--- src/rtl/scr_pkg.sv ---
package scr_pkg;
    // Width of the state field held in each register
    localparam int SCR_STATE_W = 8;
    // Registers: global ones followed by the per-object group
    localparam int SCR_GLOBAL_REGS = 4;
    localparam int SCR_OBJECT_REGS = 16;
    localparam int SCR_NUM_REGS    = SCR_GLOBAL_REGS + SCR_OBJECT_REGS;

    // Meaning of a request pair seen by one state bit
    typedef enum logic [1:0] {
        REQ_HOLD  = 2'b00,
        REQ_DROP  = 2'b01,
        REQ_RAISE = 2'b10,
        REQ_BOTH  = 2'b11
    } req_pair_e;
endpackage

--- src/rtl/scr_decode.sv ---
module scr_decode #(
    parameter int NUM_REGS = 20,
    parameter int IDX_W    = 5
) (
    input  logic [IDX_W-1:0]    addr,
    output logic [NUM_REGS-1:0] sel,
    output logic                hit
);
    always_comb begin
        sel = '0;
        for (int i = 0; i < NUM_REGS; i++) begin
            if (addr == IDX_W'(i)) sel[i] = 1'b1;
        end
        hit = |sel;
    end
endmodule

--- src/rtl/scr_cell.sv ---
module scr_cell
    import scr_pkg::*;
#(
    parameter int STATE_W = SCR_STATE_W
) (
    input  logic               clk,
    input  logic               rst_n,
    input  logic               wr_sel,
    input  logic [STATE_W-1:0] set_m,
    input  logic [STATE_W-1:0] clr_m,
    input  logic [STATE_W-1:0] hw_set,
    input  logic [STATE_W-1:0] hw_clr,
    output logic [STATE_W-1:0] state
);
    logic [STATE_W-1:0] bus_next;
    logic [STATE_W-1:0] state_next;

    // Bus request decode, one bit at a time
    always_comb begin
        for (int b = 0; b < STATE_W; b++) begin
            unique case (req_pair_e'({set_m[b], clr_m[b]}))
                REQ_RAISE: bus_next[b] = wr_sel ? 1'b1 : state[b];
                REQ_DROP:  bus_next[b] = wr_sel ? 1'b0 : state[b];
                REQ_HOLD,
                REQ_BOTH:  bus_next[b] = state[b];
                default:   bus_next[b] = state[b];
            endcase
        end
    end

    // Hardware requests override the bus; set beats clear
    always_comb begin
        state_next = (bus_next & ~hw_clr) | hw_set;
    end

    always_ff @(posedge clk) begin
        if (!rst_n) state <= '0;
        else        state <= state_next;
    end
endmodule

--- src/rtl/scr_bank.sv ---
module scr_bank
    import scr_pkg::*;
#(
    parameter int NUM_REGS = SCR_NUM_REGS,
    parameter int STATE_W  = SCR_STATE_W,
    parameter int IDX_W    = 5,
    localparam int DATA_W  = 2 * STATE_W,
    localparam int FLAT_W  = NUM_REGS * STATE_W
) (
    input  logic              clk,
    input  logic              rst_n,
    input  logic [IDX_W-1:0]  addr,
    input  logic              wr_en,
    input  logic [DATA_W-1:0] wr_data,
    input  logic              rd_en,
    output logic [DATA_W-1:0] rd_data,
    input  logic [FLAT_W-1:0] hw_set,
    input  logic [FLAT_W-1:0] hw_clr
);
    logic [NUM_REGS-1:0] sel;
    logic                hit;
    logic [FLAT_W-1:0]   state_flat;
    logic [STATE_W-1:0]  set_m;
    logic [STATE_W-1:0]  clr_m;
    logic [STATE_W-1:0]  rd_state;

    assign set_m = wr_data[DATA_W-1:STATE_W];
    assign clr_m = wr_data[STATE_W-1:0];

    scr_decode #(.NUM_REGS(NUM_REGS), .IDX_W(IDX_W)) u_dec (
        .addr (addr),
        .sel  (sel),
        .hit  (hit)
    );

    for (genvar r = 0; r < NUM_REGS; r++) begin : g_reg
        scr_cell #(.STATE_W(STATE_W)) u_cell (
            .clk    (clk),
            .rst_n  (rst_n),
            .wr_sel (wr_en & sel[r]),
            .set_m  (set_m),
            .clr_m  (clr_m),
            .hw_set (hw_set[r*STATE_W +: STATE_W]),
            .hw_clr (hw_clr[r*STATE_W +: STATE_W]),
            .state  (state_flat[r*STATE_W +: STATE_W])
        );
    end

    // One-hot read mux
    always_comb begin
        rd_state = '0;
        for (int r = 0; r < NUM_REGS; r++) begin
            if (sel[r]) rd_state = rd_state | state_flat[r*STATE_W +: STATE_W];
        end
        rd_data = (rd_en && hit) ? {{STATE_W{1'b0}}, rd_state} : '0;
    end
endmodule

--- config.mk ---
export PLATFORM = sky130hd
export DESIGN_NAME = scr_bank
export DESIGN_NICKNAME = d
export VERILOG_FILES = /design/src/rtl/scr_pkg.sv /design/src/rtl/scr_decode.sv /design/src/rtl/scr_cell.sv /design/src/rtl/scr_bank.sv
export SDC_FILE = /design/constraint.sdc
export NUM_CORES = 1
export LEC_CHECK = 0
export ABC_AREA = 1
export BUFFER_PORTS_ARGS = -buffer_cell sky130_fd_sc_hd__buf_2
export CORE_MARGIN = 2
export CORE_UTILIZATION = 45
export CTS_CLUSTER_DIAMETER = 40
export DETAILED_ROUTE_END_ITERATION = 10
export PLACE_DENSITY = 0.83
export SYNTH_ARGS = -nofsm -noshare
export SYNTH_HDL_FRONTEND = slang
export SYNTH_SLANG_ARGS = --single-unit
--- constraint.sdc ---
create_clock -name clk -period 4.1 [get_ports clk]
set_input_delay 0.615 -clock clk [delete_from_list [all_inputs] [get_ports clk]]
set_output_delay 0.615 -clock clk [all_outputs]
set_load 0.05 [all_outputs]
# Yosys cells after proc, flatten, opt, wreduce, memory -nomap -nowiden
# Cells that the tools add are included.
totals:
  input_bits: 345
  elab_cells: 702
  out_inout_bits: 16
  regBits: 160
op_classes:
  n_eq_ne: 43
  mux: 521
  n_bitwise: 99
  reduce_logical: 19
op_table:
  columns: ["operator", "n"]
  rows:
  - ["one-hot mux 1 bit (3 select lines)", 160]
  - ["two-way mux 1 bit", 340]
  - ["bitwise OR 8 bit", 39]
  - ["two-way mux 8 bit", 21]
  - ["AND 8 bit", 20]
  - ["NOT 8 bit", 20]
  - ["equality test 5 x 4 -> 1 bit, second input constant", 8]
  - ["equality test 2 bit, second input constant", 16]
  - ["AND 1 bit", 20]
  - ["equality test 5 x 3 -> 1 bit, second input constant", 4]
  - ["equality test 5 bit, second input constant", 4]
  - ["OR reduction 20 bit", 1]
  - ["equality test 2 x 1 -> 1 bit, second input constant", 8]
  - ["logical NOT 2 bit", 8]
  - ["OR reduction 2 bit", 8]
  - ["equality test 5 x 2 -> 1 bit, second input constant", 2]
  - ["equality test 5 x 1 -> 1 bit, second input constant", 1]
  - ["logical NOT 5 bit", 1]
  - ["logical AND 1 bit", 1]

# Depth between registers and ports, before layout
# Gate-level depths: netlist of run 1.
logic_depth:
  depth_word: 42
  mapped_depth: 11
  depth_no_buf: 10

# Cells and area by module
# From an unflattened synthesis of run 1, not the netlist that was laid out.
hier_totals:
  hier_cells: 2885
  hier_area_um2: 17545.6
by_module_without_submodules:
  columns: ["module", "n_inst", "seq_area_each_um2", "cells_each", "area_per_inst_um2"]
  rows:
  - ["scr_cell", 20, 160.2, 123, 787.0]
  - ["scr_bank", 1, 0.0, 384, 1634.1]
  - ["scr_decode", 1, 0.0, 41, 171.4]

# Worst setup path before layout of run 1
# No wires, ideal clock.
synth_path:
  kind: "input to output"
  start: "input port addr[4]"
  end: "output port rd_data[1]"
  path_buffers: 2
  t_arrival_ps: 2299
  t_required_ps: 3485
  stages: 9
  slack_ps: 1186
  cell_sequence: "buf_2 -> nor2_1 -> buf_2 -> nand3_1 -> nand2_1 -> nor2_1 -> nand3_1 -> nor2_1 -> nor2_1"
synth_via:
  elab_chain_len: 42
  word_cells_on_any_way: 82
  classes_between: "19 x eq/ne; 41 x mux; 19 x bitwise; 3 x reduce/logical"
synth_lines:
  columns: ["element", "line_no", "rtl"]
  rows:
  - ["start: declaration", "scr_bank.sv:12", "input logic [IDX_W-1:0] addr,"]
  - ["logical NOT 5 bit", "scr_decode.sv:12", "if (addr == IDX_W'(i)) sel[i] = 1'b1;"]
  - ["two-way mux 1 bit", "scr_decode.sv:12", null]
  - ["two-way mux 8 bit", "scr_bank.sv:53", "if (sel[r]) rd_state = rd_state | state_flat[r*STATE_W +: STATE_W];"]
  - ["bitwise OR 8 bit", "scr_bank.sv:53", null]
  - ["two-way mux 8 bit", "scr_bank.sv:53", null]
  - ["bitwise OR 8 bit", "scr_bank.sv:53", null]
  - ["two-way mux 8 bit", "scr_bank.sv:53", null]
  - ["bitwise OR 8 bit", "scr_bank.sv:53", null]
  - ["(+26 left out)", null, null]
  - ["two-way mux 8 bit", "scr_bank.sv:53", null]
  - ["bitwise OR 8 bit", "scr_bank.sv:53", null]
  - ["two-way mux 8 bit", "scr_bank.sv:53", null]
  - ["bitwise OR 8 bit", "scr_bank.sv:53", null]
  - ["two-way mux 8 bit", "scr_bank.sv:53", null]
  - ["bitwise OR 8 bit", "scr_bank.sv:53", null]
  - ["two-way mux 8 bit", "scr_bank.sv:53", null]
  - ["two-way mux 8 bit *", "scr_bank.sv:55", "rd_data = (rd_en && hit) ? {{STATE_W{1'b0}}, rd_state} : '0;"]
  - ["end: declaration", "scr_bank.sv:16", "output logic [DATA_W-1:0] rd_data,"]
# Every way passes the cells marked *; elsewhere a longest branch is shown, timed or not.

# Worst setup path in the final report of run 1
# Ends and elaborated chain as after synthesis.

==> results, run 1 <==
- The max-slew violation count is 0.
- Clock tree synthesis selected as its root buffer the cell clkbuf_16.
- After detailed routing, the wire length on met1 is 19.13 mm.
- Summing all placed instances gives a cell area of 13,160 um2.
- The main combinational cell family by area after synthesis is simple AND/OR/NAND/NOR gates.
- Buffers inserted during clock tree synthesis total 17.
- Setup repair after global routing left no endpoint under its margin.
- Sorting the synthesized cells by area gives the leading types as dfxtp_1, nand2_1, inv_1, nand3_1, a21oi_1.
- The worst relative slew slack is 31.64%.
- The endpoint with the worst hold slack is g_reg[8].u_cell.state[3].
- Once detail routing completed, the nets flagged for antenna violations numbered 0.
- Of the available clock period, the critical path in the final layout requires 83.15%.
- The worst hold slack across all endpoints is 0.3980 ns.
- The setup TNS is 0 ns.
- The number of instances in the synthesized netlist is 1,889.
- The flow ran to the end, and the final reports show no timing, DRC or antenna violations.
- The analysis attributes to net switching a power of 0.001426 W.
- For this block, the initial DRC count from the detailed router was 1,679.
- The leakage power summed over all cells is 7.626 nW.
- The via count of the first global-routing pass is 13,470.
- Subtracting the final worst setup slack from the clock period gives 3.409 ns.
- The mapped netlist covers 11,150 um2.
- The later pin in the worst-skew pair is clocked with a latency of 0.44 ns.
- Measured along the x axis, the die boundary spans 161.4 um.
- The register with the most flip-flops in the final layout is g.u_cell.state.
- After Yosys synthesis, XOR and XNOR cells account for 0% of the synthesized area.
- The number of buffer cells added on primary ports is 352.
- The hold violation total from the final report is 0.
- The worst slack at placement is 0.7705 ns.
- The post-synthesis compound-gate area fraction is 13.42%.
- VDD sags by at most 0.0002230 V.
- The portion of synthesized area spent on multiplexers is 0%.
- The type of element launching the critical path is an input pin.
- Entering global routing, the biggest net connects 82 pins.
- Counting distinct cell types in the post-synthesis netlist gives 21.
- Clock-pin slew was measured on the worst setup and hold paths at 0.07 ns.
- The topmost layer with routed signal wires is met5.
- The required time reported for the critical path endpoint is 3.48 ns.
- The share of synthesized cell area in and, or, nand and nor gates is 39.58%.
- Static timing analysis puts the maximum clock frequency at 0.2933 GHz.
- The number of cells traversed by the worst register-to-register path is 4.
- The detailed placement HPWL is 38.17 mm.
- The worst-case setup margin in the final layout is 0.6908 ns.
- Between clock sinks in the finished design, the worst skew comes to 0 ns.
- Of the total synthesized cell area, the portion taken by full adders, half adders and majority gates is 1.795%.
- The largest registers in the layout are g.u_cell.state: 160 flops.
- The routed layout has 14,020 vias.
- The initial core utilization is 45.85%.
- The via density per instance is 5.531.
- Setup violations remaining at the end of the flow were counted as 0.
- The sum of met3 wire segment lengths after detailed routing is 6.298 mm.
- The cell depth of the worst min-delay path is 3.
- The worst hold-check path type is input pin to flop.
- The floorplan die height is 161.4 um.
- The clock share of power is 38.3%.
- The final layout contains routed wiring with a total length of 50.52 mm.
- The worst hold path begins at hw_set[67].
- The die covers 26,050 um2.
- The register with the most flip-flops in the layout has 160 of them.
- In this run the critical register-to-register path is launched from g_reg[10].u_cell.state[2].
- During synthesis, Yosys emitted a total of 0 warnings.
- The clock sink count is 160.
- The pin slew with the least headroom to its limit is 1.025 ns.
- Buffers added to address setup during post-CTS repair amount to 0.
- The setup slack of the worst register-to-register path is 3.23 ns.
- The H-tree was split into 4 levels.
- The top-level I/O count is 361.
- dfxtp_1 takes more of the synthesized area than any other cell.
- The post-synthesis to final-layout area growth is 23.42%.
- The share of power burned in registers is 40.1%.
- The total length of routed met2 wires is 21.88 mm.
- A synthesized cell averages 5.903 um2.
- The capturing element type of the critical path is a primary output.
- The total of cells resized after clock tree synthesis is 0.
- The CTS tree is built.
- In the final routed layout, each cell accounts on average for 19.94 um.
- The cts-stage hold buffer count is 0.
- The share of synthesized area in the top cell type comes to 28.73%.
- The first TritonRoute pass finished after 6 iterations.
- The floorplan has 57 rows.
- The number of nets at the end of the flow is 2,556.
- The flip-flop and latch count after synthesis is 160.
- Summed over all layers, the global routing overflow is 0.
- For this run, design rule violations remaining after detail routing come to 0.
- Across every metal layer, demand over resource in global routing totals 37.79%.
- With fillers left out, the area of the finished cells amounts to 13,760 um2.
- The clock passes through at most 2 buffers.
- The endpoint arrival time on the critical path is 2.79 ns.
- The tool flagged a number of max-cap violations equal to 0.
- The endpoint identified for the worst register-to-register timing path is g_reg[10].u_cell.state[2].
- The fraction of final layout cells with drive strength greater than 1 is 20.43%.
- The worst setup path is of the input pin to primary output kind.
- Of the total power, combinational logic draws 21.6%.
- The share of the Yosys chip area taken by registers is 28.73%.
- The initial antenna violation count is 4.
- The peak fanout along the critical path is 20.
- The first global-routing pass estimated 74.48 mm of wire.
- The switching power as a share of total power is 32.72%.
- The design internal power is 0.002932 W.
- The placeable core area is 24,320 um2.
- The power per standard cell area is 316.7 nW/um2.
- The global placer's final weighted congestion is 1.054.
-- Yosys cell counts --
| master | number |
|---|---|
| o21ai_1 | 9 |
| buf_4 | 10 |
| inv_2 | 7 |
| o21bai_1 | 64 |
| nand3_1 | 195 |
| buf_2 | 17 |
| nor2_1 | 74 |
| nand3b_1 | 96 |
| nand2_2 | 5 |
| inv_1 | 359 |
| nor2_4 | 5 |
| nor2_2 | 15 |
| ha_1 | 16 |
| a21oi_1 | 160 |
| o21ai_0 | 34 |
| conb_1 | 1 |
| buf_1 | 5 |
| clkbuf_1 | 75 |
| nand2_1 | 553 |
| nand4_1 | 29 |
| dfxtp_1 | 160 |
-- logic make-up (layout without fill, tap and decap cells) --
| group | after synthesis | count (layout) |
|---|---|---|
| DFF | 160 | 160 |
| buffers and inverters | 473 | 785 |
| AOI/OAI and AO/OA | 267 | 267 |
| other | 1 | 10 |
| and+or+nand+nor | 972 | 972 |
| adders and majority gates | 16 | 16 |
-- how the worst max path moves through the flow --
stage,startpoint,endpoint,slack (ns)
finish,addr[4],rd_data[1],0.69
global route,addr[4],rd_data[1],0.59
CTS,addr[4],rd_data[1],0.77
detailed placement,addr[4],rd_data[1],0.77
global placement,addr[4],rd_data[1],0.78
floorplan,addr[4],rd_data[1],1.19
-- cells in the final DEF, fill, tap and decap left out, drive strengths merged --
cell / Yosys / final
nand2: 558 / 558
buf: 32 / 387
inv: 366 / 370
nand3: 195 / 195
a21oi: 160 / 160
dfxtp: 160 / 160
nand3b: 96 / 96
nor2: 94 / 94
o21bai: 64 / 64
o21ai: 43 / 43
nand4: 29 / 29
clkbuf: 75 / 18
ha: 16 / 16
conb: 1 / 8
clkinv: 0 / 5
clkinvlp: 0 / 3
diode: 0 / 2
bufinv: 0 / 2
-- power groups by stage --
| stage | clock [W] | combinational [W] | sequential [W] |
|---|---|---|---|
| 6_report | 0.00167 | 0.000941 | 0.00175 |
| 5_1_grt | 0.00172 | 0.00101 | 0.00175 |
| 4_1_cts | 0.00165 | 0.000912 | 0.00174 |
| 3_5_place_dp | 0 | 0.000906 | 0.00177 |
| 3_3_place_gp | 0 | 0.000891 | 0.00178 |
| 2_1_floorplan | 0 | 0.000530 | 0.00173 |
-- layer usage --
metal / vias to the layer above / track usage, %
li1: 6463 / -
met1: 6268 / 47.06
met2: 1055 / 59.89
met3: 228 / 8.654
met4: 2 / 22.08
met5: - / 0
-- cell type report --
cell class                      count  area [um2]
Timing Repair Buffer              387        2037
Tap cell                          324       405.4
Multi-Input combinational cell   1263        6140
Sequential cell                   160        3203
Clock inverter                     14       156.4
Clock buffer                       18       439.2
Fill cell                        2437       10560
Antenna cell                        2       5.005
Inverter                          366        1376
-- through the flow --
stage               cells  power [W]  utilization (%)
finish               2534   0.004358            56.59
global route         2534   0.004479            56.59
CTS                  2532   0.004300            56.57
detailed placement   2500   0.002680            54.12
global placement     2500   0.002667            54.12
floorplan            1896   0.002258                -
-- worst max-delay path, cell delays in order --
cell     delay (ns)
buf_2          0.23
nor2_2         0.65
nand2_1        0.20
inv_1          0.20
nand2_1        0.07
nand2_1        0.06
nor2_1         0.04
nand2_1        0.14
nor2_1         0.07
nor2_1         0.19
buf_2          0.31
Note: power is estimated with default switching activity, not from simulation.
==> inputs of run 2 (changes only) <==
--- a/config.mk
+++ b/config.mk
@@ -5,13 +5,13 @@
 export SDC_FILE = /design/constraint.sdc
 export NUM_CORES = 1
 export LEC_CHECK = 0
-export ABC_AREA = 1
+export ABC_AREA = 0
 export BUFFER_PORTS_ARGS = -buffer_cell sky130_fd_sc_hd__buf_2
 export CORE_MARGIN = 2
 export CORE_UTILIZATION = 45
 export CTS_CLUSTER_DIAMETER = 40
 export DETAILED_ROUTE_END_ITERATION = 10
-export PLACE_DENSITY = 0.83
+export PLACE_DENSITY = 0.87
 export SYNTH_ARGS = -nofsm -noshare
 export SYNTH_HDL_FRONTEND = slang
 export SYNTH_SLANG_ARGS = --single-unit
==> constraint.sdc (replaced) <==
create_clock -name clk -period 3 [get_ports clk]
set_input_delay 0.45 -clock clk [delete_from_list [all_inputs] [get_ports clk]]
set_output_delay 0.45 -clock clk [all_outputs]
set_load 0.05 [all_outputs]
==> run 2 against run 1 <==
Die area is 8.6% lower; wire length is 1.1% lower; total power is 36% higher; combinational power is 20% higher; area after synthesis is 8.8% lower; design area is 7.5% lower; largest power group unchanged; highest routed layer unchanged; synthesized cell count is 29% lower; critical path type unchanged; sequential power is 41% higher; hold slack worse by 0.19 ns; critical path depth is 4 lower; critical endpoint unchanged; first-iteration DRC count is 8.2% higher; non-clock buffer count is 18 higher.
==> results, run 2 <==
- The flip-flop count of the largest register after layout was 160 (unchanged).
- The slowest cell on the critical path is or3b_1 (was nor2_2).
- The post-place instance area was 12,130 um2 (was 13,160 um2).
- The setup slack of the worst register-to-register path is 2.00 ns (was 3.23 ns).
- Most common library cells after synthesis: nand2_1, nand3_1, o21ai_0, a31oi_1 (was nand2_1, inv_1, nand3_1, a21oi_1, dfxtp_1).
- The fraction of final layout cells with drive strength greater than 1 came to 27.86% (was 20.43%).
- The endpoint with the worst hold slack is g_reg[16].u_cell.state[3] (was g_reg[8].u_cell.state[3]).
- The power per standard cell area was 464.0 nW/um2 (was 316.7 nW/um2).
- The delay of the slowest cell on the worst path was 0.48 ns (was 0.65 ns).
- The sum of met3 wire segment lengths after detailed routing is 7.144 mm (was 6.298 mm).
- The worst vdd rail ir drop is 0.0002372 V (was 0.0002230 V).
- The unique cell type count in the Yosys netlist is 60 (was 21).
- The clock-pin slew reported for the worst setup and hold paths after clock tree synthesis was 0.07 ns (about the same).
- The final critical path time including I/O delays and setup is 2.860 ns.
- The dominant cell type by area after synthesis is dfxtp_1 (unchanged).
- The number of instances in the synthesized netlist came to 1,349 (was 1,889).
- The number of nets with antenna violations after routing is 0 (unchanged).
- Status: finished, final reports clean (unchanged).
- The sum of overflow across all layers after global routing is 0 (unchanged).
- The total number of vias is 13,070 (was 14,020).
- The first-pass GRT wire length is 73.78 mm (was 74.48 mm).
- The number of setup violations in the final report was 0 (unchanged).
- The post-synth design cell area came to 10,170 um2 (was 11,150 um2).
- Ordered list of cells on the worst path: buf_2 -> or3b_1 -> nor2_2 -> a22oi_1 -> and4_1 -> a31oi_1 -> buf_2 (was buf_2 -> nor2_2 -> nand2_1 -> inv_1 -> nand2_1 -> nand2_1 -> nor2_1 -> nand2_1 -> nor2_1 -> nor2_1 -> buf_2).
- The cell with the most instances after synthesis is nand2_1 (unchanged).
- The largest net degree at the start of global routing was 79 (was 82).
- The worst flop-to-flop path endpoint is g_reg[19].u_cell.state[2] (was g_reg[10].u_cell.state[2]).
- The type of element launching the critical path is an input pin (unchanged).
- The initial antenna violation count was 3 (was 4).
- The row count was 54 (was 57).
- The clock buffer count from CTS is 17 (unchanged).
- The most instantiated flip-flop cell in the synthesis netlist was dfxtp_1 (unchanged).
- The wire length on met1 was 19.06 mm (was 19.13 mm).
- The hold violation total from the final report is 0 (unchanged).
- The number of cells traversed by the worst register-to-register path came to 3 (was 4).
- Largest cells by area after synthesis: dfxtp_1, o21a_1, a31oi_1, nand3_1, o21ai_0 (was dfxtp_1, nand2_1, inv_1, nand3_1, a21oi_1).
- The commonest non-fill, non-tap cell in the layout is buf_2 (was nand2_1).
- The routed wire length is 49.99 mm (was 50.52 mm).
- The synthesis warning total came to 0 (unchanged).
- The register bank with the most flops is g.u_cell.state (unchanged).
- The detailed placement HPWL was 37.21 mm (was 38.17 mm).
- The peak fanout along the critical path was 15 (was 20).
- The layout filler cell count is 2,089 (was 2,437).
- The post-layout total power is 0.005908 W (was 0.004358 W).
- The area fraction of the dominant cell type after synthesis is 31.50% (was 28.73%).
- The total length of routed met2 wires is 20.91 mm (was 21.88 mm).
- The top-level I/O count was 361 (unchanged).
- The maximum clock skew at final layout is 0 ns (unchanged).
- The final critical-path share of the clock period is 95.33%.
- The average size of a mapped cell came to 7.537 um2 (was 5.903 um2).
- The x dimension of the die is 154.3 um (was 161.4 um).
- The CTS tree is built (unchanged).
- The flip-flop and latch count after synthesis is 160 (unchanged).
- The via count of the first global-routing pass is 12,370 (was 13,470).
- The number of buffer cells added on primary ports came to 352 (unchanged).
- Biggest registers after layout: g.u_cell.state: 160 flops (unchanged).
- The number of search-and-repair iterations in the first detailed-routing pass was 6 (unchanged).
- The number of nets at the end of the flow came to 2,018 (was 2,556).
- The design area was 12,730 um2 (was 13,760 um2).
- The number of enable-type register cells in the synthesized netlist was 0 (unchanged).
- The startpoint-to-endpoint class of the critical path is input pin to primary output (unchanged).
- The highest clock rate is 0.3497 GHz.
- The clock network latency to the later pin of the worst-skew pair is 0.44 ns (about the same).
- The endpoint arrival time on the critical path is 2.41 ns (was 2.79 ns).
- The placeable core area is 22,030 um2 (was 24,320 um2).
- The worst relative slew slack is 31.34% (was 31.64%).
- The maximum number of buffers from clock root to sink is 2 (unchanged).
- The setup TNS is 0 ns (unchanged).
- The topmost layer with routed signal wires is met5 (unchanged).
- The number of violations of the max-capacitance limit is 0 (unchanged).
- The routed length per placed instance was 25.62 um (was 19.94 um).
- The origin of the critical flop-to-flop path is g_reg[19].u_cell.state[2] (was g_reg[10].u_cell.state[2]).
- The async set-or-reset flop fraction in the synthesized netlist is 0% (unchanged).
- The clock sink count was 160 (unchanged).
- The CTS root buffer is clkbuf_16 (unchanged).
- Unrepaired setup endpoints after global routing: no (unchanged).
- The max-slew violation count is 0 (unchanged).
- The capturing element type of the critical path is a primary output (unchanged).
- The required time reported for the critical path endpoint was 2.55 ns (was 3.48 ns).
- The violation count after the first detailed-route iteration is 1,817 (was 1,679).
- The area of the die is 23,810 um2 (was 26,050 um2).
- The global placer's final weighted congestion is 1.038 (was 1.054).
- The cts-stage hold buffer count is 0 (unchanged).
- The start point of the worst min-delay path is hw_set[131] (was hw_set[67]).
- The initial core utilization came to 46.16% (was 45.85%).
- The floorplan die height came to 154.3 um (was 161.4 um).
- The post-CTS setup-driven buffer insertion count is 0 (unchanged).
- The H-tree level count is 4 (unchanged).
- The global-route usage over all layers is 40.90% (was 37.79%).
- The via density per instance is 6.700 (was 5.531).
- The total of cells resized after clock tree synthesis is 0 (unchanged).
- The worst hold-check path type is input pin to flop (unchanged).
- The cell depth of the worst min-delay path is 2 (was 3).
- The cell seen most often among critical-path stages is buf_2 (was nand2_1).
- The leakage power summed over all cells is 4.963 nW (was 7.626 nW).
- The DRC violation count after routing is 0 (unchanged).
- The pin slew with the least headroom to its limit is 1.030 ns (was 1.025 ns).
- Top library cells by usage in the layout, fill and taps aside: buf_2, nand2_1, nand3_1 (was nand2_1, inv_1, buf_2).
- The post-synthesis to final-layout area growth is 25.23% (was 23.42%).
- The sequential fraction of the synthesis area came to 31.50% (was 28.73%).
run 2: per-layer routing:
metal | up-vias | track usage [%]
li1 | 5633 | -
met1 | 6015 | 54.13
met2 | 1202 | 60.41
met3 | 219 | 11.26
met4 | 2 | 22.35
met5 | - | 0
run 2: cell families (layout without fill, tap and decap cells):
| logic type | Yosys count | after routing | share of synthesized area, % |
|---|---|---|---|
| AOI/OAI and AO/OA | 550 | 550 | 34.73 |
| and+or+nand+nor | 452 | 452 | 21.92 |
| DFF | 160 | 160 | 31.50 |
| buffers and inverters | 140 | 453 | 6.448 |
| muxes | 30 | 30 | 3.396 |
| adders and majority gates | 16 | 16 | 1.969 |
| other | 1 | 10 | 0.03688 |
run 2: worst max-delay path: cells and delay by family:
| kind | cells | cell delay (ns) |
|---|---|---|
| and+or+nand+nor | 3 | 1.00 |
| AOI/OAI and AO/OA | 2 | 0.43 |
| buffers and inverters | 2 | 0.53 |
run 2: power breakdown:
part           internal [W]  switching, W
Clock               0.00134      0.000982
Combinational      0.000469      0.000664
Sequential          0.00227      0.000184
Total               0.00408       0.00183
run 2: area by class of cell:
cell class                 count  area, um2  share of cell area [%]
sequential                   160       3203                   25.16
inverter                      17      63.81                  0.5012
clock inverter                12      157.7                   1.238
antenna                        2      5.005                 0.03931
clock buffer                  19      442.9                   3.479
tap                          280      350.3                   2.752
timing repair buffer         405       2175                   17.08
multi-input combinational   1056       6335                   49.75
run 2: how the worst max path moves through the flow:
stage | slack, ns | endpoint | depth (start not counted) | start
final | 0.14 | rd_data[1] | 7 | addr[4]
after detailed placement | 0.22 | rd_data[0] | 8 | addr[1]
after global placement | 0.25 | rd_data[0] | 8 | addr[1]
after floorplan | 0.20 | rd_data[6] | 6 | addr[3]
after global routing | 0.09 | rd_data[0] | 8 | addr[1]
after CTS | 0.20 | rd_data[7] | 9 | addr[4]
run 2: through the flow:
stage	setup slack (ns)	util (%)	std cells	hold slack (ns)
6_report	0.1400	57.80	1951	0.2104
4_1_cts	0.2029	57.78	1949	0.2093
5_1_grt	0.09148	57.80	1951	0.2114
3_5_place_dp	0.2176	55.06	1918	0.6424
2_1_floorplan	0.1950	-	1356	0.5738
3_3_place_gp	0.2477	55.06	1918	0.6261
